File: config.mk
export PLATFORM = sky130hd
export DESIGN_NAME = sad_engine
export DESIGN_NICKNAME = d
export VERILOG_FILES = /design/src/rtl/sad_pkg.sv /design/src/rtl/sad_ctrl.sv /design/src/rtl/sad_absdiff.sv /design/src/rtl/sad_datapath.sv /design/src/rtl/sad_engine.sv
export SDC_FILE = /design/constraint.sdc
export NUM_CORES = 1
export LEC_CHECK = 0
export ABC_CLOCK_PERIOD_IN_PS = 9250
export BUFFER_PORTS_ARGS = -buffer_cell sky130_fd_sc_hd__clkbuf_2
export CAP_MARGIN = 20
export CORE_ASPECT_RATIO = 1.2
export CORE_MARGIN = 2
export CORE_UTILIZATION = 45
export DETAILED_ROUTE_END_ITERATION = 7
export HOLD_SLACK_MARGIN = 0.15
export PLACE_DENSITY = 0.63
export SLEW_MARGIN = 30
export SYNTH_ARGS = -nofsm -noshare
export SYNTH_HDL_FRONTEND = slang
export SYNTH_SLANG_ARGS = --single-unit
File: constraint.sdc
create_clock -name clk -period 9.25 [get_ports clk]
set_clock_uncertainty 0.1 [all_clocks]
set_input_delay 1.85 -clock clk [delete_from_list [all_inputs] [get_ports clk]]
set_output_delay 1.85 -clock clk [all_outputs]
set_load 0.01 [all_outputs]
File: src/rtl/sad_pkg.sv
package sad_pkg;

  typedef enum logic [2:0] {
    ST_IDLE = 3'd0,
    ST_INIT = 3'd1,
    ST_TEST = 3'd2,
    ST_ACC  = 3'd3,
    ST_LOAD = 3'd4
  } sad_state_e;

  typedef struct packed {
    logic tot_clr;
    logic tot_add;
    logic idx_clr;
    logic idx_step;
    logic res_load;
    logic rd;
  } sad_ctl_t;

endpackage

File: src/rtl/sad_ctrl.sv
module sad_ctrl
  import sad_pkg::*;
(
  input  logic       clk,
  input  logic       rst_n,
  input  logic       go,
  input  logic       idx_below,
  output sad_ctl_t   ctl,
  output sad_state_e st_o
);

  sad_state_e st_q, st_d;

  always_ff @(posedge clk) begin
    if (!rst_n) st_q <= ST_IDLE;
    else        st_q <= st_d;
  end

  always_comb begin
    st_d = st_q;
    unique case (st_q)
      ST_IDLE: if (go) st_d = ST_INIT;
      ST_INIT: st_d = ST_TEST;
      ST_TEST: st_d = idx_below ? ST_ACC : ST_LOAD;
      ST_ACC:  st_d = ST_TEST;
      ST_LOAD: st_d = ST_IDLE;
      default: st_d = ST_IDLE;
    endcase
  end

  always_comb begin
    ctl = '0;
    unique case (st_q)
      ST_INIT: begin
        ctl.tot_clr = 1'b1;
        ctl.idx_clr = 1'b1;
      end
      ST_ACC: begin
        ctl.tot_add  = 1'b1;
        ctl.idx_step = 1'b1;
        ctl.rd       = 1'b1;
      end
      ST_LOAD: ctl.res_load = 1'b1;
      default: ctl = '0;
    endcase
  end

  assign st_o = st_q;

endmodule

File: src/rtl/sad_absdiff.sv
module sad_absdiff #(
  parameter int DATA_W = 8
) (
  input  logic [DATA_W-1:0] x,
  input  logic [DATA_W-1:0] y,
  output logic [DATA_W-1:0] mag
);

  logic x_ge_y;

  assign x_ge_y = (x >= y);
  assign mag    = x_ge_y ? (x - y) : (y - x);

endmodule

File: src/rtl/sad_datapath.sv
module sad_datapath
  import sad_pkg::*;
#(
  parameter int DATA_W   = 8,
  parameter int SUM_W    = 32,
  parameter int NUM_ELEM = 256,
  parameter int ADDR_W   = 8
) (
  input  logic              clk,
  input  logic              rst_n,
  input  sad_ctl_t          ctl,
  input  logic [DATA_W-1:0] a_data,
  input  logic [DATA_W-1:0] b_data,
  output logic              idx_below,
  output logic [ADDR_W-1:0] addr,
  output logic [SUM_W-1:0]  result
);

  localparam int IDX_W = $clog2(NUM_ELEM + 1);

  logic [IDX_W-1:0]  idx_q;
  logic [SUM_W-1:0]  tot_q;
  logic [SUM_W-1:0]  res_q;
  logic [DATA_W-1:0] mag;

  sad_absdiff #(.DATA_W(DATA_W)) u_absdiff (
    .x   (a_data),
    .y   (b_data),
    .mag (mag)
  );

  always_ff @(posedge clk) begin
    if (!rst_n)            idx_q <= '0;
    else if (ctl.idx_clr)  idx_q <= '0;
    else if (ctl.idx_step) idx_q <= idx_q + 1'b1;
  end

  always_ff @(posedge clk) begin
    if (!rst_n)           tot_q <= '0;
    else if (ctl.tot_clr) tot_q <= '0;
    else if (ctl.tot_add) tot_q <= tot_q + SUM_W'(mag);
  end

  always_ff @(posedge clk) begin
    if (!rst_n)            res_q <= '0;
    else if (ctl.res_load) res_q <= tot_q;
  end

  assign idx_below = (idx_q < IDX_W'(NUM_ELEM));
  assign addr      = idx_q[ADDR_W-1:0];
  assign result    = res_q;

endmodule

File: src/rtl/sad_engine.sv
module sad_engine
  import sad_pkg::*;
#(
  parameter int DATA_W   = 8,
  parameter int SUM_W    = 32,
  parameter int NUM_ELEM = 256,
  parameter int ADDR_W   = $clog2(NUM_ELEM)
) (
  input  logic              clk,
  input  logic              rst_n,
  input  logic              go,
  output logic [ADDR_W-1:0] mem_addr,
  output logic              mem_rd,
  input  logic [DATA_W-1:0] a_data,
  input  logic [DATA_W-1:0] b_data,
  output logic [SUM_W-1:0]  sad
);

  sad_ctl_t   ctl;
  sad_state_e ctrl_st;
  logic       idx_below;

  sad_ctrl u_ctrl (
    .clk       (clk),
    .rst_n     (rst_n),
    .go        (go),
    .idx_below (idx_below),
    .ctl       (ctl),
    .st_o      (ctrl_st)
  );

  sad_datapath #(
    .DATA_W   (DATA_W),
    .SUM_W    (SUM_W),
    .NUM_ELEM (NUM_ELEM),
    .ADDR_W   (ADDR_W)
  ) u_dp (
    .clk       (clk),
    .rst_n     (rst_n),
    .ctl       (ctl),
    .a_data    (a_data),
    .b_data    (b_data),
    .idx_below (idx_below),
    .addr      (mem_addr),
    .result    (sad)
  );

  assign mem_rd = ctl.rd;

endmodule

==> reports/qor.yml, run 1 <==
status: "completed"
async_flop_share: 0
synth_top_area_share: 0.356
clk_path_buf_depth: 2
die_h_um: 111
power.leakage_nw: 1.89
clkTransAtPathRegs_ps: 70
pwr-share-clk: 0.357
die_area_um2: 10300
clock_latency_ps: 360
power.density_nw_per_um2: 145
globalRouteOverflowTotal: 0
cp-end-kind: "flip-flop"
max_freq_mhz: 173
relSlewSlack: 0.406
synth_area_leader_cell: "dfxtp_1"
setup_viol: 0
routed_wl_um: 8670
p_seq_frac: 0.485
fin_crit_ps: 5770
wire_per_inst_um: 12.7
period_share: 0.624
portBuffers: 59
tns_ps: 0
row_count: 38
die_w_um: 93.0
post_cts_buffers: 0
dp_hpwl_um: 6320
swShare: 0.263
syn_inst: 523
arrival_ps: 5950
fin_nets: 605
synth_seq_cells: 76
p_int_mw: 0.505
ys_warn_count: 0
ir_drop_v: 0.0000605
htreeDepth: 3
pin_count: 60
synth_ff_type: "dfxtp_1"
coreArea_um2: 9130
finalMaxSlewViolations: 0
r2r_start: "u_dp.tot_q[0]"
synth_edf_count: 0
grt_pass1_vias: 3447
antenna_cells: 0
first_pass_iters: 4
hold_class: "flip-flop to flip-flop"
grt_max_degree: 45
cts.sinks: 76
vias: 3562
grt_setup_unrepaired: "no"
grt_pass1_wl_um: 15000
whs_ps: 365
crit_fanout: 10
syn_to_final_growth_pct: 10.8
numCtsBuffers: 9
syn_nets: 569
drtIter0Drc: 142
r2r_cells: 10
path_class: "primary input to flip-flop"
antenna_found_initial: 0
share_comb_of_total_power: 0.159
ys_seq_area_frac: 0.356
synth_area_leaders: "dfxtp_1 36%, nand2_1 9.0%, ha_1 7.0%"
r2r_slack_ps: 6610
cts_tree: "done"
yosysUniqueCellTypes: 52
synth_area_um2: 4280
ctsResizeCount: 0
hold_viol: 0
r2r-end: "u_dp.tot_q[18]"
p_sw_mw: 0.181
grt_usage: 0.178
filler_cell_count: 935
whs_path_depth: 2
maxCapViolCount: 0
viasPerCell: 5.22
drcViolationCount: 0
tightest_slew_ps: 885
min_from: "u_dp.result[23]"
min_delay_worst_endpoint: "u_dp.result[23]"
drive_gt1_frac: 0.162
postRouteAntennaNets: 0
start_util: 0.468
worstPathRequired_ps: 9430
root_buffer: "clkbuf_8"
syn_avg_cell_area_um2: 8.18
routabilityCongestion: 0.844
critPathLaunchType: "primary input"
cts-hold-fix-buffers: 0
[flip-flops by register name, summed over array words and instances, names as in the netlist]
| name | cells |
|---|---|
| u_ctrl.st_o | 3 |
| u_dp.tot_q | 32 |
| u_dp.result | 32 |
| u_dp.idx_q | 9 |
[cells in the final DEF, fill, tap and decap left out, types with 3 or more instances in the layout]
master | netlist | layout
xnor2_1 | 8 | 8
o21ai_0 | 14 | 14
mux2_2 | 4 | 4
o211ai_1 | 3 | 3
clkbuf_8 | 0 | 10
a21oi_1 | 30 | 29
nor2b_1 | 8 | 8
and4_1 | 3 | 3
and3_1 | 7 | 7
fa_1 | 3 | 3
clkbuf_2 | 0 | 59
ha_1 | 24 | 24
inv_1 | 29 | 29
nand2b_1 | 10 | 10
nor2_1 | 26 | 26
nand2_1 | 103 | 102
a2111o_1 | 4 | 4
dfxtp_1 | 76 | 76
xor2_1 | 17 | 17
nand4_1 | 14 | 14
clkbuf_1 | 19 | 3
nand3_1 | 14 | 14
or3_1 | 6 | 6
a22oi_1 | 4 | 4
a21o_1 | 3 | 3
mux2i_1 | 12 | 12
a21boi_0 | 38 | 37
[cells in the mapped netlist (2+ instances only)]
| cell type | n |
|---|---|
| a2111o_1 | 4 |
| a21boi_0 | 38 |
| a21o_1 | 3 |
| a21oi_1 | 30 |
| a22oi_1 | 4 |
| a32oi_1 | 2 |
| and3_1 | 7 |
| and4_1 | 3 |
| buf_2 | 5 |
| buf_4 | 9 |
| buf_6 | 2 |
| clkbuf_1 | 19 |
| dfxtp_1 | 76 |
| fa_1 | 3 |
| ha_1 | 24 |
| inv_1 | 29 |
| mux2_2 | 4 |
| mux2i_1 | 12 |
| nand2_1 | 103 |
| nand2b_1 | 10 |
| nand3_1 | 14 |
| nand3b_1 | 2 |
| nand4_1 | 14 |
| nor2_1 | 26 |
| nor2b_1 | 8 |
| nor3_1 | 2 |
| o211ai_1 | 3 |
| o21ai_0 | 14 |
| o21ai_1 | 2 |
| or3_1 | 6 |
| xnor2_1 | 8 |
| xor2_1 | 17 |
[power by group through the flow]
stage / Clock, mW / Sequential [mW] / Combinational [mW]
detailed placement: 0 / 0.340 / 0.109
CTS: 0.253 / 0.332 / 0.109
global placement: 0 / 0.340 / 0.106
floorplan: 0 / 0.339 / 0.0879
global route: 0.268 / 0.333 / 0.122
finish: 0.245 / 0.332 / 0.109
[metrics by stage]
stage	cells	utilization	setup slack, ps	total power [mW]	instance area (um2)
global placement	668	0.498	3330	0.446	4550
finish	683	0.519	3480	0.686	4740
global route	683	0.519	3150	0.722	4740
detailed placement	668	0.498	3100	0.448	4550
CTS	683	0.519	3470	0.694	4730
floorplan	523	-	3960	0.426	4280
[final cells by class]
type | instances | area [um2] | share of cell area
clock buffer | 13 | 149 | 0.0314
clock inverter | 2 | 35.0 | 0.00739
inverter | 30 | 113 | 0.0238
multi-input combinational | 382 | 2470 | 0.521
sequential | 76 | 1520 | 0.321
tap | 120 | 150 | 0.0317
timing repair buffer | 60 | 303 | 0.0639
[layer usage]
layer / share of wire / routed length (um) / GRT usage
met5: 0 / 0 / 0
met4: 0.017 / 151 / 0.0588
met3: 0.045 / 386 / 0.0523
met2: 0.50 / 4310 / 0.315
met1: 0.44 / 3820 / 0.203
[worst max-delay path by stage]
stage               depth (start not counted)      start  slack, ps        endpoint
global route                               18  a_data[0]       3150  u_dp.tot_q[31]
finish                                     18  a_data[0]       3480  u_dp.tot_q[31]
floorplan                                  18  a_data[0]       3960  u_dp.tot_q[31]
global placement                           16  a_data[5]       3330  u_dp.tot_q[31]
CTS                                        18  a_data[0]       3470  u_dp.tot_q[31]
detailed placement                         18  a_data[0]       3100  u_dp.tot_q[31]
[kinds of logic (layout without fill, tap and decap cells)]
kind of cell | Yosys count | count (layout) | share of synthesized area
mux | 16 | 16 | 0.0386
flops | 76 | 76 | 0.356
buf+inv | 65 | 105 | 0.0699
xor+xnor | 25 | 25 | 0.0512
fa+ha+maj | 27 | 27 | 0.0843
simple gates | 199 | 199 | 0.215
compound gates | 115 | 115 | 0.185
[critical path: stages]
cell,delay [ps]
clkbuf_2,90
inv_1,50
ha_1,190
inv_1,80
fa_1,380
nand3_1,150
a31oi_2,130
nor2b_2,450
mux2i_1,340
a21bo_1,250
a21oi_2,140
xnor2_1,80
ha_1,390
nand4_1,140
o21ai_2,400
nand4_1,270
or3_1,400
a21oi_1,160
Power figures use the tool's default switching activity.
==> run 2: changes to the inputs <==
ABC_CLOCK_PERIOD_IN_PS = 4900   (was 9250)
PLACE_DENSITY = 0.66   (was 0.63)
clock period = 4.9 ns   (was 9.25 ns; I/O delays follow)
==> run 2 against run 1 <==
  * Wire length up 0.27%
  * First-iteration DRC count fell by 25%
  * Highest routed layer unchanged
  * Critical path type unchanged
  * Register-to-register slack worse by 4300 ps
  * Cell area grew 3.1%
  * Setup slack got worse by 3200 ps
  * Largest cell class unchanged
  * Non-clock buffer count up 8
  * Combinational power up 100%
  * Clock power grew to 2.6 times the previous value
  * Core utilization rose by 1.6 points
==> reports/qor.yml, run 2 (same netlist as run 1, synthesis figures left out) <==
path_depth: 19
antenna_cells: 0
first_pass_iters: 4
arrival_ps: 4760
drtIter0Drc: 106
cp-startpoint: "a_data[0]"
routabilityCongestion: 0.857
fin_nets: 613
tightest_slew_ps: 703
period_share: 0.933
cts_tree: "done"
fin_crit_ps: 4570
r2r_start: "u_ctrl.st_o[0]"
numCtsBuffers: 9
postRouteAntennaNets: 0
critPathLaunchType: "primary input"
cp_num_buf_inv: 3
p_seq_frac: 0.421
whs_path_depth: 2
path_class: "primary input to flip-flop"
grt_setup_unrepaired: "no"
globalRouteOverflowTotal: 0
drcViolationCount: 0
clkTransAtPathRegs_ps: 70
grt_max_degree: 45
pwr-share-clk: 0.431
pin_count: 60
max_freq_mhz: 219
hold_viol: 0
p_int_mw: 1.13
power.leakage_nw: 1.97
hold_class: "flip-flop to flip-flop"
relSlewSlack: 0.531
whs_ps: 366
worstPathRequired_ps: 5090
r2r_cells: 7
p_total_mw: 1.49
ir_drop_v: 0.000131
p_sw_mw: 0.357
share_comb_of_total_power: 0.148
filler_cell_count: 937
setup_viol: 0
portBuffers: 59
die_w_um: 93.0
cpPeakStageDelay_ps: 440
swShare: 0.240
coreArea_um2: 9130
dp_hpwl_um: 6320
viasPerCell: 5.24
syn_to_final_growth_pct: 14.3
maxCapViolCount: 0
root_buffer: "clkbuf_8"
wire_per_inst_um: 12.6
vias: 3624
cp-end-kind: "flip-flop"
finalMaxSlewViolations: 0
cp_slowest_cell: "ha_1"
routed_wl_um: 8690
row_count: 38
die_h_um: 111
crit_family: "simple AND/OR/NAND/NOR gates"
postPlaceCellArea_um2: 4610
clk_path_buf_depth: 2
drive_gt1_frac: 0.175
clock_latency_ps: 360
htreeDepth: 3
min_from: "u_dp.result[25]"
crit_fanout: 7
start_util: 0.468
final_util: 0.535
grt_usage: 0.174
design_area_um2: 4890
cts-hold-fix-buffers: 0
antenna_found_initial: 0
status: "completed"
final_common_cell: "nand2_1"
grt_pass1_vias: 3341
crit_chain: "clkbuf_2, inv_1, ha_1, inv_1, fa_1, nand3_1, a31oi_2, nor2b_2, mux2i_1, a21bo_1, a21oi_2, xnor2_1, ha_1, a41o_1, a21oi_1, o21ai_2, nand4_1, or3_1, a21oi_1"
cts.sinks: 76
layout_common_cells: "102 x nand2_1, 76 x dfxtp_1, 59 x clkbuf_2"
grt_pass1_wl_um: 14800
die_area_um2: 10300
power.density_nw_per_um2: 305
[run 2: changes by cell type in the layout (fill, tap and decap cells not counted), sizes merged]
cell,previous run,this run
buf,1,9
clkinv,1,0
clkbuf,72,70
bufinv,1,4
[run 2: worst paths after layout]
check	to	slack, ps
setup reg to reg	u_dp.tot_q[28]	2300
hold / removal	u_dp.result[25]	370
hold reg to reg	u_dp.result[25]	370
setup / recovery	u_dp.tot_q[31]	330
[run 2: tightest hold or removal path, delay by kind of cell (launching register included)]
kind,cells,cell delay [ps]
AO/OA/AOI/OAI,1,60
flip-flops,1,310
AND/OR/NAND/NOR,1,40
[run 2: routing by layer]
| layer | up-vias | GRT usage | part of all wire | routed length (um) |
|---|---|---|---|---|
| met5 | - | 0 | 0 | 0 |
| met4 | 0 | 0.0765 | 0.016 | 140 |
| met3 | 11 | 0.0347 | 0.034 | 299 |
| met2 | 63 | 0.307 | 0.50 | 4380 |
| met1 | 1692 | 0.202 | 0.44 | 3870 |
| li1 | 1858 | - | - | - |
[run 2: repair_timing]
| item | CTS | global route |
|---|---|---|
| resized for setup | 0 | 1 |
| buffers inserted | 0 | 0 |
| endpoints found under the setup margin | 0 | 7 |
[run 2: layout make-up]
| class | instances | area (um2) | share of cell area |
|---|---|---|---|
| well taps | 120 | 150 | 0.0307 |
| flip-flops and latches | 76 | 1520 | 0.311 |
| repair buffers | 68 | 363 | 0.0742 |
| clock buffers | 11 | 151 | 0.0310 |
| clock inverters | 4 | 120 | 0.0246 |
| inverters | 30 | 113 | 0.0230 |
| multi-input cells | 382 | 2470 | 0.505 |
[run 2: power groups by stage]
stage / clock (mW) / sequential [mW] / combinational (mW)
5_1_grt: 0.677 / 0.628 / 0.244
3_5_place_dp: 0 / 0.642 / 0.216
2_1_floorplan: 0 / 0.639 / 0.166
4_1_cts: 0.656 / 0.627 / 0.217
3_3_place_gp: 0 / 0.642 / 0.211
6_report: 0.642 / 0.627 / 0.220
[run 2: through the flow]
stage,instances,TNS (ps),setup WS [ps]
after CTS,691,0,248
final,691,0,328
after detailed placement,676,-433,-108
after global routing,691,0,64.6
after floorplan,523,0,482
after global placement,676,0,76.3
==> run 3: changes to the inputs <==
ABC_AREA = 1   (was unset)
PLACE_DENSITY = 0.67   (was 0.66)
==> run 3 against run 2 <==
  * Largest cell class unchanged
  * First-iteration DRC count grew 100%
  * Critical path depth up 3
  * Die area rose by 8.8%
  * Via count is 26% higher
  * Fmax grew 18%
  * Sequential share of layout area decreased by 2.2 points
  * Non-clock buffer count down 8
  * Combinational power up 18%
==> reports/qor.yml, run 3 <==
relSlewSlack: 0.403
hold_class: "flip-flop to flip-flop"
cts-hold-fix-buffers: 0
syn_inst: 717
max_freq_mhz: 258
coreArea_um2: 10100
hold_viol: 0
postPlaceCellArea_um2: 4960
routed_wl_um: 11500
status: "completed"
wire_per_inst_um: 12.9
synth_area_leaders: "dfxtp_1 33%, nand2_1 13%, nor2_1 9.2%"
grt_max_degree: 36
synth_ff_type: "dfxtp_1"
cts.sinks: 76
setup_viol: 0
maxCapViolCount: 0
first_pass_iters: 6
ir_drop_v: 0.000134
syn_to_final_growth_pct: 12.8
dp_hpwl_um: 8880
drive_gt1_frac: 0.128
tightest_slew_ps: 890
cts_tree: "done"
layout_common_cells: "163 x nand2_1, 114 x nor2_1, 91 x inv_1"
synth_area_um2: 4670
synth_seq_cells: 76
multiInputGateArea_um2: 2610
filler_cell_count: 1029
highest_layer: "met4"
clkTransAtPathRegs_ps: 60
finalMaxSlewViolations: 0
start_util: 0.464
die_h_um: 116
power.density_nw_per_um2: 300
fin_ws_ps: 1020
antenna_found_initial: 0
min_from: "u_dp.idx_q[8]"
globalRouteOverflowTotal: 0
portBuffers: 59
tns_ps: 0
design_area_um2: 5270
postRouteAntennaNets: 0
ctsResizeCount: 0
grt_usage: 0.210
fin_crit_ps: 3880
vias: 4552
r2r_start: "u_ctrl.st_o[2]"
ys_top_cells_by_count: "163 x nand2_1, 114 x nor2_1, 92 x inv_1"
htreeDepth: 3
synth_area_leader_cell: "dfxtp_1"
clock_latency_ps: 340
worstPathRequired_ps: 5000
syn_nets: 763
arrival_ps: 3980
regArea_um2: 1520
dp_cells: 876
synth_edf_count: 0
yosysMostFrequentCell: "nand2_1"
drcViolationCount: 0
die_w_um: 97.0
grt_pass1_wl_um: 19000
drt-met1-wl_um: 4760
period_share: 0.792
cp-startpoint: "a_data[0]"
final_cells: 892
path_class: "primary input to flip-flop"
pin_count: 60
cp-end-kind: "flip-flop"
synth_top_area_share: 0.326
syn_avg_cell_area_um2: 6.51
die_area_um2: 11200
drtIter0Drc: 212
place_ws_ps: 697
grt_pass1_vias: 4234
root_buffer: "clkbuf_16"
numCtsBuffers: 9
viasPerCell: 5.10
grt_setup_unrepaired: "no"
fin_nets: 807
async_flop_share: 0
post_cts_buffers: 0
antenna_cells: 0
ys_warn_count: 0
crit_fanout: 10
final_common_cell: "nand2_1"
ys_seq_area_frac: 0.326
dr_wl_met3_um: 438
row_count: 40
dr_wl_met2_um: 6040
yosysUniqueCellTypes: 37
power.leakage_nw: 2.52
clk_path_buf_depth: 2
critPathLaunchType: "primary input"
routabilityCongestion: 0.920
==> run 3: kinds of logic (layout without fill, tap and decap cells) <==
family,Yosys count,in the layout,synth area share
fa+ha+maj,27,27,0.0772
simple gates,368,368,0.337
flops,76,76,0.326
compound gates,110,110,0.124
buf+inv,125,174,0.116
xor+xnor,11,11,0.0206
==> run 3: final timing paths <==
kind / end / slack, ps / depth (start not counted)
hold reg to reg: u_ctrl.st_o[2] / 370 / 2
setup reg to reg: u_dp.idx_q[2] / 2200 / 6
setup / recovery: u_dp.tot_q[16] / 1020 / 22
hold / removal: u_ctrl.st_o[2] / 370 / 2
==> run 3: metrics by stage <==
stage	utilization	power (mW)	hold slack (ps)
2_1_floorplan	-	0.847	348
3_3_place_gp	0.493	0.903	363
3_5_place_dp	0.493	0.906	363
4_1_cts	0.524	1.59	372
5_1_grt	0.524	1.65	404
6_report	0.524	1.58	372
==> run 3: worst max-delay path, stage by stage <==
cell	delay, ps
clkbuf_2	90
inv_1	50
ha_1	150
inv_1	70
fa_1	400
nand2_1	100
o21ai_1	80
o21ai_1	160
nand2_2	150
o21ai_1	220
inv_1	80
fa_1	380
inv_1	160
nand2_1	100
nand3_1	100
nand3_1	120
nand2_1	200
nand2_1	140
nor2_1	100
nand2_1	50
nand2_1	60
nor2_1	30
==> run 3: area by class of cell <==
cell class,instances,share of cell area
timing repair buffer,60,0.0575
multi-input combinational,516,0.495
inverter,98,0.0701
sequential,76,0.289
clock inverter,6,0.0135
tap,126,0.0299
clock buffer,10,0.0454
==> run 3: routing by layer <==
metal  GRT usage  up-vias
met5           0        -
met1       0.228     2045
met3      0.0392       20
met4      0.0911        0
li1            -     2372
met2       0.400      115
==> run 3: report_power, final <==
group          switching [mW]  internal, mW
Combinational           0.172        0.0877
Sequential            0.00896         0.625
Clock                   0.274         0.412
Total                   0.455          1.12
